[src/rtl/spimon_pkg.sv]
package spimon_pkg;

  typedef enum logic [3:0] {
    EV_CMD     = 4'd0,
    EV_ADDR    = 4'd1,
    EV_DATA    = 4'd2,
    EV_END     = 4'd3,
    EV_STATUS  = 4'd4,
    EV_MFR     = 4'd5,
    EV_MEMTYPE = 4'd6,
    EV_DEVID   = 4'd7,
    EV_UNKNOWN = 4'd8
  } evt_kind_e;

  typedef enum logic [3:0] {
    OP_IDLE,
    OP_STAT,
    OP_IDRD,
    OP_READ,
    OP_FREAD,
    OP_DREAD,
    OP_ERASE,
    OP_PROG,
    OP_MDID
  } op_e;

  localparam logic [7:0] CMD_WR_ENABLE  = 8'h06;
  localparam logic [7:0] CMD_STATUS_RD  = 8'h05;
  localparam logic [7:0] CMD_ID_RD      = 8'h9F;
  localparam logic [7:0] CMD_READ       = 8'h03;
  localparam logic [7:0] CMD_READ_FAST  = 8'h0B;
  localparam logic [7:0] CMD_READ_DUAL  = 8'hBB;
  localparam logic [7:0] CMD_SECT_ERASE = 8'h20;
  localparam logic [7:0] CMD_PAGE_PROG  = 8'h02;
  localparam logic [7:0] CMD_MFR_DEV_ID = 8'h90;

endpackage

[src/rtl/spimon_dual_merge.sv]
// Rebuilds two bytes from a lane pair: lane0 holds even bits, lane1 odd bits.
// Upper halves of the lanes form the first byte, lower halves the second.
module spimon_dual_merge #(
  parameter int BYTE_W = 8
) (
  input  logic [BYTE_W-1:0] lane0,
  input  logic [BYTE_W-1:0] lane1,
  output logic [BYTE_W-1:0] first_b,
  output logic [BYTE_W-1:0] second_b
);
  localparam int HALF = BYTE_W / 2;

  for (genvar i = 0; i < HALF; i++) begin : g_bit
    assign first_b[2*i]    = lane0[HALF+i];
    assign first_b[2*i+1]  = lane1[HALF+i];
    assign second_b[2*i]   = lane0[i];
    assign second_b[2*i+1] = lane1[i];
  end
endmodule

[src/rtl/spimon_block_count.sv]
// Counts data bytes of the open block and reports the count on chip-select change.
module spimon_block_count #(
  parameter int CNT_W = 16,
  parameter int OUT_W = 24
) (
  input  logic             clk,
  input  logic             rst_n,
  input  logic             cs_evt,
  input  logic             data_strobe,
  output logic             end_valid,
  output logic [OUT_W-1:0] end_count
);
  localparam logic [CNT_W-1:0] CNT_MAX = '1;

  logic             open_q;
  logic [CNT_W-1:0] count_q;

  always_ff @(posedge clk or negedge rst_n) begin
    if (!rst_n) begin
      open_q    <= 1'b0;
      count_q   <= '0;
      end_valid <= 1'b0;
      end_count <= '0;
    end else begin
      end_valid <= 1'b0;
      if (cs_evt) begin
        end_valid <= open_q;
        end_count <= OUT_W'(count_q);
        open_q    <= 1'b0;
        count_q   <= '0;
      end else if (data_strobe) begin
        open_q <= 1'b1;
        if (count_q != CNT_MAX) count_q <= count_q + CNT_W'(1);
      end
    end
  end
endmodule

[src/rtl/spimon_seq.sv]
// Per-command byte-position sequencer. Produces one registered event per fed byte at most.
module spimon_seq
  import spimon_pkg::*;
#(
  parameter int ADDR_W          = 24,
  parameter int IDX_W           = 4,
  parameter int SECT_ALIGN_BITS = 12
) (
  input  logic              clk,
  input  logic              rst_n,
  input  logic              cs_evt,
  input  logic              feed_valid,
  input  logic [7:0]        feed_mosi,
  input  logic [7:0]        feed_miso,
  output logic              dual_phase,
  output logic              data_strobe,
  output logic              ev_valid,
  output evt_kind_e         ev_kind,
  output logic [ADDR_W-1:0] ev_data,
  output logic              ev_warn
);
  localparam int ADDR_BYTES = ADDR_W / 8;
  localparam logic [IDX_W-1:0] IDX_ONE    = IDX_W'(1);
  localparam logic [IDX_W-1:0] IDX_FIRST  = IDX_W'(2);
  localparam logic [IDX_W-1:0] IDX_MAX    = '1;
  localparam logic [IDX_W-1:0] ADDR_LAST  = IDX_W'(ADDR_BYTES + 1);
  localparam logic [IDX_W-1:0] DATA_PLAIN = IDX_W'(ADDR_BYTES + 2);
  localparam logic [IDX_W-1:0] DATA_FAST  = IDX_W'(ADDR_BYTES + 3);
  localparam logic [IDX_W-1:0] ID_MFR     = IDX_W'(2);
  localparam logic [IDX_W-1:0] ID_MEM     = IDX_W'(3);
  localparam logic [IDX_W-1:0] MD_SEL     = IDX_W'(4);
  localparam logic [IDX_W-1:0] MD_ID0     = IDX_W'(5);
  localparam logic [IDX_W-1:0] MD_ID1     = IDX_W'(6);

  op_e               op_q, op_n;
  logic [IDX_W-1:0]  idx_q, idx_n, idx_inc;
  logic [ADDR_W-1:0] addr_q, addr_n, addr_shift;
  logic              mfr_first_q, mfr_first_n;
  logic              e_v, e_w;
  evt_kind_e         e_k;
  logic [ADDR_W-1:0] e_d;
  logic [IDX_W-1:0]  data_start;

  assign dual_phase = (op_q == OP_DREAD);
  assign idx_inc    = (idx_q == IDX_MAX) ? idx_q : idx_q + IDX_ONE;
  assign addr_shift = {addr_q[ADDR_W-9:0], feed_mosi};
  assign data_start = (op_q == OP_READ || op_q == OP_PROG) ? DATA_PLAIN : DATA_FAST;

  always_comb begin
    op_n        = op_q;
    idx_n       = idx_q;
    addr_n      = addr_q;
    mfr_first_n = mfr_first_q;
    e_v         = 1'b0;
    e_k         = EV_CMD;
    e_d         = '0;
    e_w         = 1'b0;
    data_strobe = 1'b0;
    if (cs_evt) begin
      op_n   = OP_IDLE;
      idx_n  = IDX_ONE;
      addr_n = '0;
    end else if (feed_valid) begin
      case (op_q)
        OP_IDLE: begin
          e_v   = 1'b1;
          e_d   = ADDR_W'(feed_mosi);
          idx_n = IDX_FIRST;
          case (feed_mosi)
            CMD_WR_ENABLE:  idx_n = IDX_ONE;
            CMD_STATUS_RD:  op_n  = OP_STAT;
            CMD_ID_RD:      op_n  = OP_IDRD;
            CMD_READ:       op_n  = OP_READ;
            CMD_READ_FAST:  op_n  = OP_FREAD;
            CMD_READ_DUAL:  op_n  = OP_DREAD;
            CMD_SECT_ERASE: op_n  = OP_ERASE;
            CMD_PAGE_PROG:  op_n  = OP_PROG;
            CMD_MFR_DEV_ID: op_n  = OP_MDID;
            default: begin
              e_k   = EV_UNKNOWN;
              idx_n = IDX_ONE;
            end
          endcase
        end
        OP_READ, OP_FREAD, OP_DREAD, OP_PROG, OP_ERASE: begin
          idx_n = idx_inc;
          if (idx_q <= ADDR_LAST) begin
            addr_n = addr_shift;
            if (idx_q == ADDR_LAST) begin
              e_v    = 1'b1;
              e_k    = EV_ADDR;
              e_d    = addr_shift;
              addr_n = '0;
              if (op_q == OP_ERASE) begin
                e_w   = |addr_shift[SECT_ALIGN_BITS-1:0];
                op_n  = OP_IDLE;
                idx_n = IDX_ONE;
              end
            end
          end else if (idx_q >= data_start) begin
            e_v         = 1'b1;
            e_k         = EV_DATA;
            e_d         = ADDR_W'((op_q == OP_PROG) ? feed_mosi : feed_miso);
            data_strobe = 1'b1;
          end
        end
        OP_STAT: begin
          idx_n = idx_inc;
          e_v   = 1'b1;
          e_k   = EV_STATUS;
          e_d   = ADDR_W'(feed_miso);
        end
        OP_IDRD: begin
          idx_n = idx_inc;
          e_v   = 1'b1;
          e_d   = ADDR_W'(feed_miso);
          if (idx_q == ID_MFR) e_k = EV_MFR;
          else if (idx_q == ID_MEM) e_k = EV_MEMTYPE;
          else begin
            e_k   = EV_DEVID;
            op_n  = OP_IDLE;
            idx_n = IDX_ONE;
          end
        end
        OP_MDID: begin
          idx_n = idx_inc;
          e_d   = ADDR_W'(feed_miso);
          if (idx_q == MD_SEL) begin
            mfr_first_n = (feed_mosi == 8'h00);
          end else if (idx_q == MD_ID0) begin
            e_v = 1'b1;
            e_k = mfr_first_q ? EV_MFR : EV_DEVID;
          end else if (idx_q == MD_ID1) begin
            e_v   = 1'b1;
            e_k   = mfr_first_q ? EV_DEVID : EV_MFR;
            op_n  = OP_IDLE;
            idx_n = IDX_ONE;
          end
        end
        default: begin
          op_n  = OP_IDLE;
          idx_n = IDX_ONE;
        end
      endcase
    end
  end

  always_ff @(posedge clk or negedge rst_n) begin
    if (!rst_n) begin
      op_q        <= OP_IDLE;
      idx_q       <= IDX_ONE;
      addr_q      <= '0;
      mfr_first_q <= 1'b1;
      ev_valid    <= 1'b0;
      ev_kind     <= EV_CMD;
      ev_data     <= '0;
      ev_warn     <= 1'b0;
    end else begin
      op_q        <= op_n;
      idx_q       <= idx_n;
      addr_q      <= addr_n;
      mfr_first_q <= mfr_first_n;
      ev_valid    <= e_v;
      ev_kind     <= e_k;
      ev_data     <= e_d;
      ev_warn     <= e_w;
    end
  end
endmodule

[src/rtl/spi_flash_monitor.sv]
module spi_flash_monitor
  import spimon_pkg::*;
#(
  parameter int ADDR_W          = 24,
  parameter int IDX_W           = 4,
  parameter int CNT_W           = 16,
  parameter int SECT_ALIGN_BITS = 12
) (
  input  logic              clk,
  input  logic              rst_n,
  input  logic              cs_change,
  input  logic              in_valid,
  output logic              in_ready,
  input  logic [7:0]        in_mosi,
  input  logic [7:0]        in_miso,
  output logic              evt_valid,
  output logic [3:0]        evt_kind,
  output logic [ADDR_W-1:0] evt_data,
  output logic              evt_warn
);
  logic              pend;
  logic [7:0]        held;
  logic [7:0]        dual_a, dual_b;
  logic              accept, dual_phase, data_strobe;
  logic              feed_valid;
  logic [7:0]        feed_mosi, feed_miso;
  logic              seq_valid, seq_warn, end_valid;
  evt_kind_e         seq_kind;
  logic [ADDR_W-1:0] seq_data, end_count;

  assign in_ready = !pend && !cs_change;
  assign accept   = in_valid && in_ready;

  spimon_dual_merge #(.BYTE_W(8)) u_merge (
    .lane0    (in_mosi),
    .lane1    (in_miso),
    .first_b  (dual_a),
    .second_b (dual_b)
  );

  always_comb begin
    feed_valid = (accept || pend) && !cs_change;
    if (pend) begin
      feed_mosi = held;
      feed_miso = held;
    end else if (dual_phase) begin
      feed_mosi = dual_a;
      feed_miso = dual_a;
    end else begin
      feed_mosi = in_mosi;
      feed_miso = in_miso;
    end
  end

  always_ff @(posedge clk or negedge rst_n) begin
    if (!rst_n) begin
      pend <= 1'b0;
      held <= '0;
    end else if (cs_change) begin
      pend <= 1'b0;
    end else if (pend) begin
      pend <= 1'b0;
    end else if (accept && dual_phase) begin
      pend <= 1'b1;
      held <= dual_b;
    end
  end

  spimon_seq #(
    .ADDR_W          (ADDR_W),
    .IDX_W           (IDX_W),
    .SECT_ALIGN_BITS (SECT_ALIGN_BITS)
  ) u_seq (
    .clk         (clk),
    .rst_n       (rst_n),
    .cs_evt      (cs_change),
    .feed_valid  (feed_valid),
    .feed_mosi   (feed_mosi),
    .feed_miso   (feed_miso),
    .dual_phase  (dual_phase),
    .data_strobe (data_strobe),
    .ev_valid    (seq_valid),
    .ev_kind     (seq_kind),
    .ev_data     (seq_data),
    .ev_warn     (seq_warn)
  );

  spimon_block_count #(
    .CNT_W (CNT_W),
    .OUT_W (ADDR_W)
  ) u_blk (
    .clk         (clk),
    .rst_n       (rst_n),
    .cs_evt      (cs_change),
    .data_strobe (data_strobe),
    .end_valid   (end_valid),
    .end_count   (end_count)
  );

  always_comb begin
    evt_valid = seq_valid || end_valid;
    if (end_valid) begin
      evt_kind = EV_END;
      evt_data = end_count;
      evt_warn = 1'b0;
    end else begin
      evt_kind = seq_kind;
      evt_data = seq_data;
      evt_warn = seq_warn;
    end
  end
endmodule

[config.mk]
export PLATFORM = sky130hd
export DESIGN_NAME = spi_flash_monitor
export DESIGN_NICKNAME = d
export VERILOG_FILES = /design/src/rtl/spimon_pkg.sv /design/src/rtl/spimon_dual_merge.sv /design/src/rtl/spimon_block_count.sv /design/src/rtl/spimon_seq.sv /design/src/rtl/spi_flash_monitor.sv
export SDC_FILE = /design/constraint.sdc
export NUM_CORES = 1
export LEC_CHECK = 0
export BUFFER_PORTS_ARGS = -buffer_cell sky130_fd_sc_hd__buf_2
export CORE_MARGIN = 3
export CORE_UTILIZATION = 30
export CTS_BUF_LIST = sky130_fd_sc_hd__clkbuf_8
export DETAILED_ROUTE_END_ITERATION = 10
export MAX_ROUTING_LAYER = met4
export SLEW_MARGIN = 10
export SYNTH_ARGS = -nofsm -noshare
export SYNTH_HDL_FRONTEND = slang
export SYNTH_SLANG_ARGS = --single-unit
[constraint.sdc]
create_clock -name clk -period 2.9 [get_ports clk]
set_input_delay 0.87 -clock clk [delete_from_list [all_inputs] [get_ports clk]]
set_output_delay 0.87 -clock clk [all_outputs]
set_load 0.01 [all_outputs]
# After elaboration in Yosys (flattened, before gate mapping)

Index checks and enable logic that the tools add are counted.

ROM bits: 0
Bits in registers: 98
Latch bits: 0
Memories kept: 0
Output and inout port bits: 31
Input bits: 20
Bits in writable memories: 0

Multiplexer cells: 87
Multiply operators: 0
$lt $le $gt $ge: 2
Add/sub/neg operators: 2
Divide/modulo/power cells: 0
Equality and inequality tests: 34
Shifts and indexed selects: 0
Bitwise gates (word level): 2
Reduce and logical (&&, ||, !) cells: 27

Operators by type and width:

| cell                                                  | count |
|---|---|
| 2-to-1 mux 24 bit                                     | 6 |
| 2-to-1 mux 16 bit                                     | 8 |
| 2-to-1 mux 4 bit                                      | 30 |
| one-hot mux 24 bit (3 select lines)                   | 1 |
| one-hot mux 4 bit (5 select lines)                    | 3 |
| 2-to-1 mux 8 bit                                      | 4 |
| one-hot mux 4 bit (8 select lines)                    | 1 |
| == test 4 x 3 -> 1 bit, second input constant         | 7 |
| 2-to-1 mux 1 bit                                      | 27 |
| == test 8 bit, second input constant                  | 3 |
| adder 16 x 1 -> 16 bit, second input constant         | 1 |
| == test 4 x 2 -> 1 bit, second input constant         | 4 |
| == test 8 x 2 -> 1 bit, second input constant         | 2 |
| == test 8 x 3 -> 1 bit, second input constant         | 2 |
| inequality test 16 bit, second input constant         | 1 |
| inequality test 3 x 2 -> 1 bit, second input constant | 4 |
| inequality test 3 bit, second input constant          | 4 |
| OR reduction 12 bit                                   | 1 |
| AND reduction 11 bit                                  | 1 |
| 2-to-1 mux 2 bit                                      | 5 |
| inequality test 10 bit, second input constant         | 1 |
| nonzero test 2 bit                                    | 5 |
| OR reduction 9 bit                                    | 1 |
| == test 4 bit, second input constant                  | 2 |
| 21 further kinds                                      | 30 |

# Logic depth before layout (Yosys ltp)

Gate-level depths: netlist of run 1.

Depth after elaboration: 11
Gate-level depth with buffers: 14
Depth with buffers taken out: 11

# Cells and area by module

A second synthesis of run 1 with hierarchy kept.

Cells, all modules: 540
Area, all modules: 5569.1 um^2

By module, submodules not included:

| module             | cells an instance | sequential area each (um^2) | times used | area each (um^2) |
|---|---|---|---|---|
| spimon_seq         | 265               | 1378.8                      | 1          | 2832.7 |
| spimon_block_count | 152               | 850.8                       | 1          | 1654.1 |
| spi_flash_monitor  | 107               | 225.2                       | 1          | 962.2 |
| spimon_dual_merge  | 16                | 0.0                         | 1          | 120.1 |

# Worst setup path after synthesis of run 1

OpenSTA, ideal clock, no wires.

Path kind: reg2reg
Start point: register u_seq.op_q[1]
End point: register u_blk.count_q[12]
Slack: 0.299 ns
Clock period less this slack: 2.601 ns
Required time: 2.768 ns
Buffers on the path: 3
Cell stages (with the launch flop): 15
Arrival time: 2.469 ns
Path through: dfrtp_1 buf_6 and2_2 nor2b_1 ha_1 nand2b_1 a21o_1 a21oi_1 nor4bb_1 buf_2 and3_1 clkbuf_1 nand4_1 xor2_1 nor2_1

Word-level cells in the longest chain between the ends: 11
Elaborated cells between the ends (all ways): 16

Ends and longest elaborated chain:

| element                                                          | line                               | text |
|---|---|---|
| start: declaration                                               | spimon_seq.sv:35                   | `op_e op_q, op_n;` |
| start signal: assignment                                         | spimon_seq.sv:159                  | `op_q <= op_n;` |
| == test 4 x 2 -> 1 bit or == test 4 x 3 -> 1 bit (tied branches) | spimon_seq.sv:47, spimon_seq.sv:64 |  |
| logical OR 1 bit                                                 | spimon_seq.sv:47                   | `assign data_start = (op_q == OP_READ \|\| op_q == OP_PROG) ? DATA_PLAIN : DATA_FAST;` |
| 2-to-1 mux 2 bit                                                 | spimon_seq.sv:47                   |  |
| >= comparator 4 bit                                              | spimon_seq.sv:100                  | `end else if (idx_q >= data_start) begin` |
| 2-to-1 mux 1 bit                                                 | spimon_seq.sv:100                  |  |
| 2-to-1 mux 1 bit                                                 | spimon_seq.sv:87                   | `if (idx_q <= ADDR_LAST) begin` |
| 2-to-1 mux 1 bit *                                               | spimon_seq.sv:64                   | `case (op_q)` |
| 2-to-1 mux 1 bit *                                               | spimon_seq.sv:63                   | `end else if (feed_valid) begin` |
| 2-to-1 mux 1 bit *                                               | spimon_seq.sv:59                   | `if (cs_evt) begin` |
| nonzero test 2 bit (no line) *                                   | -                                  |  |
| AND reduction 2 bit (no line) *                                  | -                                  |  |
| end signal: assignment                                           | spimon_block_count.sv:33           | `if (count_q != CNT_MAX) count_q <= count_q + CNT_W'(1);` |
| end: declaration                                                 | spimon_block_count.sv:16           | `logic [CNT_W-1:0] count_q;` |

Mark *: on every way between the ends. The rest lies on a longest branch, timed or not.
A chain may end at the register's enable or synchronous reset.

# Final worst setup path of run 1

Start point: register u_seq.op_q[1]
End point: register u_blk.count_q[15]

Same word-level chain as after synthesis.

==> impl_metrics.toml, run 1 <==
[place]
port-buffer-count = 50
dp_hpwl_mm = 9.35
gp_congestion = 0.910
pre_cts_ws_ps = 19.3

[floorplan]
die_area_um2 = 18800
rows = 47
fp.dieW_um = 137
initial_utilization_pct = 30.9
die_h_um = 137
ios = 51
core_area_um2 = 16700

[cts]
cts_resized = 0
clockBufferDepth = 2
root_buffer = "clkbuf_8"
clk_pin_slew_ps = 100
cts_tree = "built"
postCtsHoldBufs = 0
numClockSinks = 98
post_cts_buffers = 0
htreeDepth = 3
insertion_delay_ps = 370
numCtsBuffers = 9

[worst_setup_path]
crit_type = "flip-flop to flip-flop"
worstReg2RegStart = "u_seq.op_q[1]$_DFFE_PN0P_"
worstPathMaxFanout = 6
r2r_end = "u_blk.count_q[15]$_DFFE_PN0P_"
ff2ff_setup_slack_ps = 110
r2r_cells = 11
cp.required_ps = 3150
start_kind = "flip-flop"
crit_arrival_ps = 3030
cp-end-kind = "flip-flop"

[global_routing]
grt_antenna_before_repair = 0
grt_pass1_wl_mm = 20.3
grt_max_degree = 42
grt_overflow = 0
grt_pass1_vias = 3875
grt_usage_pct = 14.2

[power_and_ir_drop]
ir_drop_v = 0.000232
power.density_nw_per_um2 = 402
leakagePower_nw = 2.87

[synthesis]
yosysSeqAreaShare_pct = 47.6
mappedNetlistArea_um2 = 5150
yosysTopAreaCell = "dfrtp_1"
synth_common_cells = "dfrtp_1 (96), nor2_1 (48), mux2_2 (42)"
syn_area_per_cell_um2 = 10.2
synth_top_area_share_pct = 46.6
ys_top_cells_by_area = "dfrtp_1 (47%), mux2_2 (9.2%), nor2_1 (3.5%)"
synth_cell_types = 63
synth_warnings = 0
synthCells = 506
async_reset_ff_share_pct = 100
synth_edf_count = 0
yosysMostFrequentCell = "dfrtp_1"
synth_nets = 533
synth_top_flop_cell = "dfrtp_1"
ys_seq_elements = 98

[drt]
drt_iter0_drc = 325
dr.pass1.iters = 5
vias_per_cell = 5.11
routed_wl_mm = 12.5
drc = 0
vias = 4003
avgRoutedWirePerCell_um = 15.9
antenna_left = 0

[final_layout]
nets = 585
n_antenna_cell = 0
layout-drive-gt1-share_pct = 26.6
area_delta_synth_final_pct = 14.1
post-route-util_pct = 35.2

[sta]
relSlewSlack_pct = 55.0
skew_ps = 14.6
fin_tns_setup_ps = 0
hold_slack_ps = 456
max_clock_freq_ghz = 0.359
fin_ws_ps = 113
drv_slew = 0
setup_viol = 0
worstMarginPinSlew_ps = 670
period_share_pct = 96.1
final.min_clock_period_ps = 2790
hold_viol_final = 0

[outcome]
status = "complete, no violations"

[hold_path]
hold_path_class = "input port to async pin"

[job]
maxCapViolations = 0
==> stage by stage <==
step                total power [W]  cells  area [um2]
floorplan                   0.00148    506        5150
global placement            0.00157    767        5690
detailed placement          0.00157    767        5690
CTS                         0.00240    783        5870
global route                0.00248    783        5880
finish                      0.00236    783        5880
==> cells by family after synthesis <==
kind of cell / share of synthesized area (%)
xor gates and xnor gates: 2.72
DFF: 47.6
AOI/OAI and AO/OA: 13.6
adders and majority gates: 1.70
muxes: 10.2
and+or+nand+nor: 20.9
buffers and inverters: 3.28
==> per-layer routing <==
metal  GRT usage (%)  part of all wire, %
met1            19.8                   49
met5               -                    0
met3            3.46                  5.0
met2            20.8                   45
met4            3.77                  1.5
==> layout make-up <==
type	count	area (um2)
Sequential cell	98	2460
Tap cell	220	275
Clock buffer	10	138
Clock inverter	6	40.0
Fill cell	1718	10800
Inverter	10	37.5
Timing Repair Buffer	69	395
Multi-Input combinational cell	370	2530
==> layout by cell type (no fill, tap or decap), types with 6 or more instances in the layout <==
cell       n
a22o_1    18
inv_1     11
nor2b_1   23
a21oi_1   30
nor3_1    13
xnor2_1    9
buf_2     49
o21ai_0   10
nand2b_1   6
and3_1    10
ha_1       7
nand3_1   10
a211oi_1  11
nand4_1    6
buf_4     20
mux2_2    42
dfrtp_1   95
xor2_1     7
clkbuf_8  10
nor2_1    48
nand2_1   38
and2_1    19
==> power breakdown <==
part	internal (W)	total, W	switching, W
Combinational	0.0000569	0.000166	0.000109
Clock	0.000337	0.000819	0.000481
Sequential	0.00137	0.00138	0.00000470
==> sequential cells by signal (all words and copies together), names as in the netlist <==
name and count:
u_blk.count_q 16, u_seq.op_q 4, u_seq.addr_q 16, u_seq.ev_warn 1, held 8, u_seq.idx_q 4
u_seq.mfr_first_q 1, pend 1, u_seq.ev_data 24, u_blk.end_valid 1, u_seq.ev_kind 4, u_blk.end_count 16
u_seq.ev_valid 1, u_blk.open_q 1
==> critical path, cell delays in order (launching register included) <==
cell and delay (ps):
dfrtp_1 420, and2_2 230, nor2b_1 160, ha_1 290, nand2b_1 100, a21o_1 130, a21oi_1 120, nor4bb_2 480
nand3_1 250, nor4_1 280, xnor2_1 160, nor2_1 60
==> worst max path at each step <==
stage | from | to | slack, ps | depth (start not counted)
2_1_floorplan | u_seq.op_q[1]$_DFFE_PN0P_ | u_blk.count_q[12]$_DFFE_PN0P_ | 300 | 14
3_3_place_gp | in_mosi[6] | u_seq.idx_q[1]$_DFFE_PN0P_ | 80 | 8
3_5_place_dp | u_seq.op_q[1]$_DFFE_PN0P_ | u_blk.count_q[15]$_DFFE_PN0P_ | 20 | 11
4_1_cts | u_seq.op_q[1]$_DFFE_PN0P_ | u_blk.count_q[15]$_DFFE_PN0P_ | 4 | 11
5_1_grt | u_seq.op_q[1]$_DFFE_PN0P_ | u_blk.count_q[15]$_DFFE_PN0P_ | -30 | 11
6_report | u_seq.op_q[1]$_DFFE_PN0P_ | u_blk.count_q[15]$_DFFE_PN0P_ | 110 | 11
(Power assumes the default switching activity.)
==> inputs of run 2 (changes only) <==
--- a/config.mk
+++ b/config.mk
@@ -5,7 +5,7 @@
 export SDC_FILE = /design/constraint.sdc
 export NUM_CORES = 1
 export LEC_CHECK = 0
-export BUFFER_PORTS_ARGS = -buffer_cell sky130_fd_sc_hd__buf_2
+export BUFFER_PORTS_ARGS = -buffer_cell sky130_fd_sc_hd__buf_4
 export CORE_MARGIN = 3
 export CORE_UTILIZATION = 30
 export CTS_BUF_LIST = sky130_fd_sc_hd__clkbuf_8
==> run 2 against run 1 <==
Worst setup slack gained 46 ps. Utilization increased by 1.3 points. Die area did not move. Global-route usage is 0.25 points higher. Final area up 3.8%. Largest power group unchanged. Fmax is 1.7% higher. Clock power rose by 17%. Clock-buffer cell count unchanged. Non-clock buffer count up 5.
==> impl_metrics.toml, run 2 (synthesis results as in run 1) <==
[outcome]
status = "complete, no violations"

[power_and_ir_drop]
ir_drop_v = 0.000191
combPwrFrac_pct = 7.3
pwr-share-seq_pct = 54.7
clkPwrFrac_pct = 38.0
power.density_nw_per_um2 = 412
switching_share_pct = 25.0
leakagePower_nw = 2.92
power.switching_w = 0.000628
p_int_w = 0.00189

[sta]
drv_slew = 0
fin_tns_setup_ps = 0
worstMarginPinSlew_ps = 669
hold_slack_ps = 426
period_share_pct = 94.5
final.min_clock_period_ps = 2740
skew_ps = 15.7
max_clock_freq_ghz = 0.365
relSlewSlack_pct = 55.2
setup_viol = 0
rsz0062_at_grt = "no"
hold_viol_final = 0

[floorplan]
initial_utilization_pct = 30.9
fp.dieW_um = 137
die_h_um = 137
die_area_um2 = 18800
core_area_um2 = 16700
ios = 51
rows = 47

[place]
dp_hpwl_mm = 9.75
gp_congestion = 0.847
port-buffer-count = 50
placed_cell_area_um2 = 5860
place_inst = 772

[final_layout]
nets = 590
post-route-util_pct = 36.5
fin_area_um2 = 6100
area_delta_synth_final_pct = 18.4
final_cell_count_no_fill = 788
largest_reg_flops = 24
layout-drive-gt1-share_pct = 27.6
n_antenna_cell = 0
layout_common_cells = "dfrtp_1 (95), buf_4 (73), nor2_1 (48), mux2_2 (42), nand2_1 (38)"
top_register = "u_seq.ev_data"
final_common_cell = "dfrtp_1"

[cts]
cts_tree = "built"
clk_pin_slew_ps = 100
htreeDepth = 3
numClockSinks = 98
numCtsBuffers = 9
clockBufferDepth = 2
insertion_delay_ps = 370
root_buffer = "clkbuf_8"

[worst_setup_path]
crit_type = "flip-flop to flip-flop"
cp.required_ps = 3150
start_kind = "flip-flop"
crit_arrival_ps = 2990
r2r_end = "u_seq.idx_q[1]$_DFFE_PN0P_"
worstPathMaxFanout = 9
worstReg2RegStart = "u_seq.op_q[3]$_DFFE_PN0P_"
r2r_cells = 9
cp-end-kind = "flip-flop"
ff2ff_setup_slack_ps = 160

[global_routing]
busiest_layer = "met2"
gr-usage-met3_pct = 3.49
grt_max_degree = 49
grt_overflow = 0
grt_pass1_vias = 3888
gr-usage-met1_pct = 20.1
grt_antenna_before_repair = 0
grt_usage_pct = 14.5
grt_pass1_wl_mm = 20.8
grtUsageMet2_pct = 22.0

[drt]
vias = 3966
avgRoutedWirePerCell_um = 16.3
antenna_left = 0
dr.pass1.iters = 5
routed_wl_mm = 12.8
drc = 0
drt_iter0_drc = 244
vias_per_cell = 5.03

[job]
maxCapViolations = 0

[hold_path]
hold_path_class = "input port to async pin"
==> run 2: changes by cell type in the layout (fill, tap and decap cells not counted), sizes merged <==
cell,before,now
clkinv,3,1
buf,69,74
bufinv,0,1
inv,13,14
==> run 2: layout make-up <==
class	instances	area [um2]
sequential	98	2460
clock buffer	10	138
clock inverter	6	78.8
multi-input combinational	370	2550
fill	1708	10600
inverter	10	37.5
tap	220	275
timing repair buffer	74	568
==> run 2: routing by layer <==
metal / wire length, um / up-vias
met5: 0 / -
met4: 63 / 0
met3: 671 / 6
met2: 5860 / 105
met1: 6210 / 1945
li1: - / 1910
==> run 2: per-stage QoR <==
stage / total power [W] / setup WS, ps
floorplan: 0.00148 / 299
global placement: 0.00159 / 86.1
detailed placement: 0.00159 / 65.1
CTS: 0.00255 / 118
global route: 0.00262 / 1.61
finish: 0.00252 / 159
==> run 2: power groups by stage <==
stage / Combinational [W] / Clock (W) / Sequential [W]
floorplan: 0.0000808 / 0 / 0.00140
global placement: 0.000185 / 0 / 0.00140
detailed placement: 0.000185 / 0 / 0.00140
CTS: 0.000186 / 0.000988 / 0.00138
global route: 0.000204 / 0.00104 / 0.00138
finish: 0.000184 / 0.000955 / 0.00138
==> run 2: worst max path at each step <==
stage / to / start / slack (ps) / cells past startpoint
after floorplan: u_blk.count_q[12]$_DFFE_PN0P_ / u_seq.op_q[1]$_DFFE_PN0P_ / 300 / 14
after global placement: u_seq.op_q[0]$_DFFE_PN0P_ / u_seq.idx_q[0]$_DFFE_PN1P_ / 90 / 9
after detailed placement: u_seq.idx_q[1]$_DFFE_PN0P_ / in_mosi[6] / 70 / 8
after CTS: u_seq.op_q[1]$_DFFE_PN0P_ / u_seq.idx_q[0]$_DFFE_PN1P_ / 120 / 9
after global routing: u_blk.count_q[10]$_DFFE_PN0P_ / u_seq.op_q[1]$_DFFE_PN0P_ / 2 / 12
final: u_seq.idx_q[1]$_DFFE_PN0P_ / u_seq.op_q[3]$_DFFE_PN0P_ / 160 / 9
==> run 2: what timing repair did <==
action | CTS | global route
resized for setup | 1 | 3
hold buffers | 0 | 0
endpoints found under the setup margin | 5 | 5
buffers inserted | 0 | 0
endpoints found under the hold margin | 0 | 0
==> run 2: critical path, cell delays in order, from the launching register on <==
cell and delay [ps]:
dfrtp_1 420, and4bb_4 450, buf_4 170, a21oi_1 110
a21oi_2 280, or4b_1 210, nor3_1 70, or2_1 270
or3_1 360, a221o_1 290
==> inputs of run 3 (changes only) <==
--- a/config.mk
+++ b/config.mk
@@ -8,9 +8,8 @@
 export BUFFER_PORTS_ARGS = -buffer_cell sky130_fd_sc_hd__buf_4
 export CORE_MARGIN = 3
 export CORE_UTILIZATION = 30
-export CTS_BUF_LIST = sky130_fd_sc_hd__clkbuf_8
+export CTS_BUF_LIST = sky130_fd_sc_hd__clkbuf_2 sky130_fd_sc_hd__clkbuf_4 sky130_fd_sc_hd__clkbuf_8
 export DETAILED_ROUTE_END_ITERATION = 10
-export MAX_ROUTING_LAYER = met4
 export SLEW_MARGIN = 10
 export SYNTH_ARGS = -nofsm -noshare
 export SYNTH_HDL_FRONTEND = slang
==> run 3 against run 2 <==
Power shrank 3.4%. First-iteration DRC count is 14% higher. Clock skew is 9.4 ps lower. Sequential cell count unchanged. Highest routed layer unchanged. Critical endpoint unchanged.
==> impl_metrics.toml, run 3 (synthesis results as in run 1) <==
[drt]
avgRoutedWirePerCell_um = 16.2
vias = 3911
routed_wl_mm = 12.8
drt_iter0_drc = 279
drc = 0
vias_per_cell = 4.96
antenna_left = 0
dr.pass1.iters = 4

[worst_setup_path]
cp-end-kind = "flip-flop"
r2r_cells = 8
path_cells = "and4bb_4, mux2_4, mux2_4, or4_4, a211oi_2, or2_1, or3_1, a221o_1"
ff2ff_setup_slack_ps = 150
worstPathMaxFanout = 12
r2r_end = "u_seq.idx_q[1]$_DFFE_PN0P_"
cpPeakStageDelay_ps = 550
crit_arrival_ps = 3080
crit_path_start = "u_seq.op_q[3]$_DFFE_PN0P_"
crit_type = "flip-flop to flip-flop"
critPathBufInv = 0
path_common_cell = "mux2_4"
start_kind = "flip-flop"
cpMaxStageDelayCell = "or4_4"
cp.required_ps = 3230
critical_path.top_delay_family = "simple AND/OR/NAND/NOR gates"
worstReg2RegStart = "u_seq.op_q[3]$_DFFE_PN0P_"
cp.depth = 8

[sta]
final.min_clock_period_ps = 2750
hold_viol_final = 0
setup_viol = 0
drv_slew = 0
relSlewSlack_pct = 53.9
max_clock_freq_ghz = 0.364
rsz0062_at_grt = "no"
worstMarginPinSlew_ps = 690
period_share_pct = 94.8
fin_tns_setup_ps = 0
skew_ps = 6.28

[final_layout]
layout-drive-gt1-share_pct = 28.3
n_antenna_cell = 0
multi_input_comb_area_um2 = 2560
area_delta_synth_final_pct = 18.5
nets = 591
n_fill_cell = 1716
layout_common_cells = "dfrtp_1 (95), buf_4 (74), nor2_1 (48), mux2_2 (42), nand2_1 (38)"
final_common_cell = "dfrtp_1"
top_register = "u_seq.ev_data"
largest_reg_flops = 24
seq_area_um2 = 2460

[global_routing]
grt_usage_pct = 14.3
grt_max_degree = 49
grt_overflow = 0
grt_antenna_before_repair = 0
grt_pass1_vias = 3934
grt_pass1_wl_mm = 21.1

[place]
port-buffer-count = 50
gp_congestion = 0.867
dp_hpwl_mm = 9.57

[power_and_ir_drop]
ir_drop_v = 0.000200
leakagePower_nw = 2.91
finalPower_w = 0.00243
power.density_nw_per_um2 = 398

[floorplan]
fp.dieW_um = 137
die_h_um = 137
ios = 51
initial_utilization_pct = 30.9
core_area_um2 = 16700
rows = 47
die_area_um2 = 18800

[cts]
htreeDepth = 3
numClockSinks = 98
numCtsBuffers = 9
insertion_delay_ps = 380
cts_tree = "built"
root_buffer = "clkbuf_8"
clk_pin_slew_ps = 100
clockBufferDepth = 2

[hold_path]
hold_path_class = "input port to async pin"

[job]
maxCapViolations = 0

[outcome]
status = "complete, no violations"
run 3: changes by cell type in the layout (fill, tap and decap cells not counted), sizes merged:
cell      before  now
buf           74   75
bufinv         1    0
clkbuf        10    9
clkinv         1    3
clkinvlp       0    2
inv           14   12
run 3: worst max-delay path by stage:
stage | endpoint | slack [ps]
final | u_seq.idx_q[1]$_DFFE_PN0P_ | 150
after CTS | u_blk.count_q[15]$_DFFE_PN0P_ | 100
after global placement | u_seq.idx_q[1]$_DFFE_PN0P_ | 120
after floorplan | u_blk.count_q[12]$_DFFE_PN0P_ | 300
after global routing | u_seq.idx_q[1]$_DFFE_PN0P_ | 8
after detailed placement | u_seq.idx_q[1]$_DFFE_PN0P_ | 70
run 3: power by group:
| group | switching [W] | leakage, nW | internal (W) |
|---|---|---|---|
| clock network | 0.000536 | 0.0935 | 0.000336 |
| registers | 0.00000421 | 1.35 | 0.00137 |
| logic | 0.000111 | 1.47 | 0.0000721 |
run 3: what timing repair did:
action                                  CTS  global route
endpoints found under the hold margin     0             0
gates resized for setup                   1             6
endpoints found under the setup margin    6            14
buffers inserted                          0             2
pin swaps                                 0             1
hold buffers                              0             0
run 3: final cells by class:
cell class	count	share of cell area, %
Sequential cell	98	40.2
Tap cell	220	4.51
Timing Repair Buffer	75	9.43
Clock inverter	7	1.25
Clock buffer	9	2.03
Inverter	10	0.615
Multi-Input combinational cell	370	41.9
run 3: layer usage:
| metal | GRT usage, % | wire, um | share of wire, % |
|---|---|---|---|
| met3 | 3.46 | 561 | 4.4 |
| met2 | 21.4 | 5690 | 45 |
| met1 | 20.7 | 6260 | 49 |
| met4 | 4.21 | 238 | 1.9 |
| met5 | 0 | 0 | 0 |
run 3: per-stage QoR:
step                hold WS [ps]  util [%]  worst slack [ps]  area, um2  cells
floorplan                    454         -               299       5150    506
global placement             475      35.1               123       5860    771
detailed placement           472      35.1              69.6       5860    771
CTS                          494      36.3               105       6060    787
global route                 511      36.5              7.58       6100    789
finish                       496      36.5               150       6100    789
run 3: worst register-to-register path, delay by kind of cell (launching register included):
family / cells / cell delay [ps]
and+or+nand+nor: 4 / 1320
muxes: 2 / 630
DFF: 1 / 420
AOI/OAI and AO/OA: 2 / 330
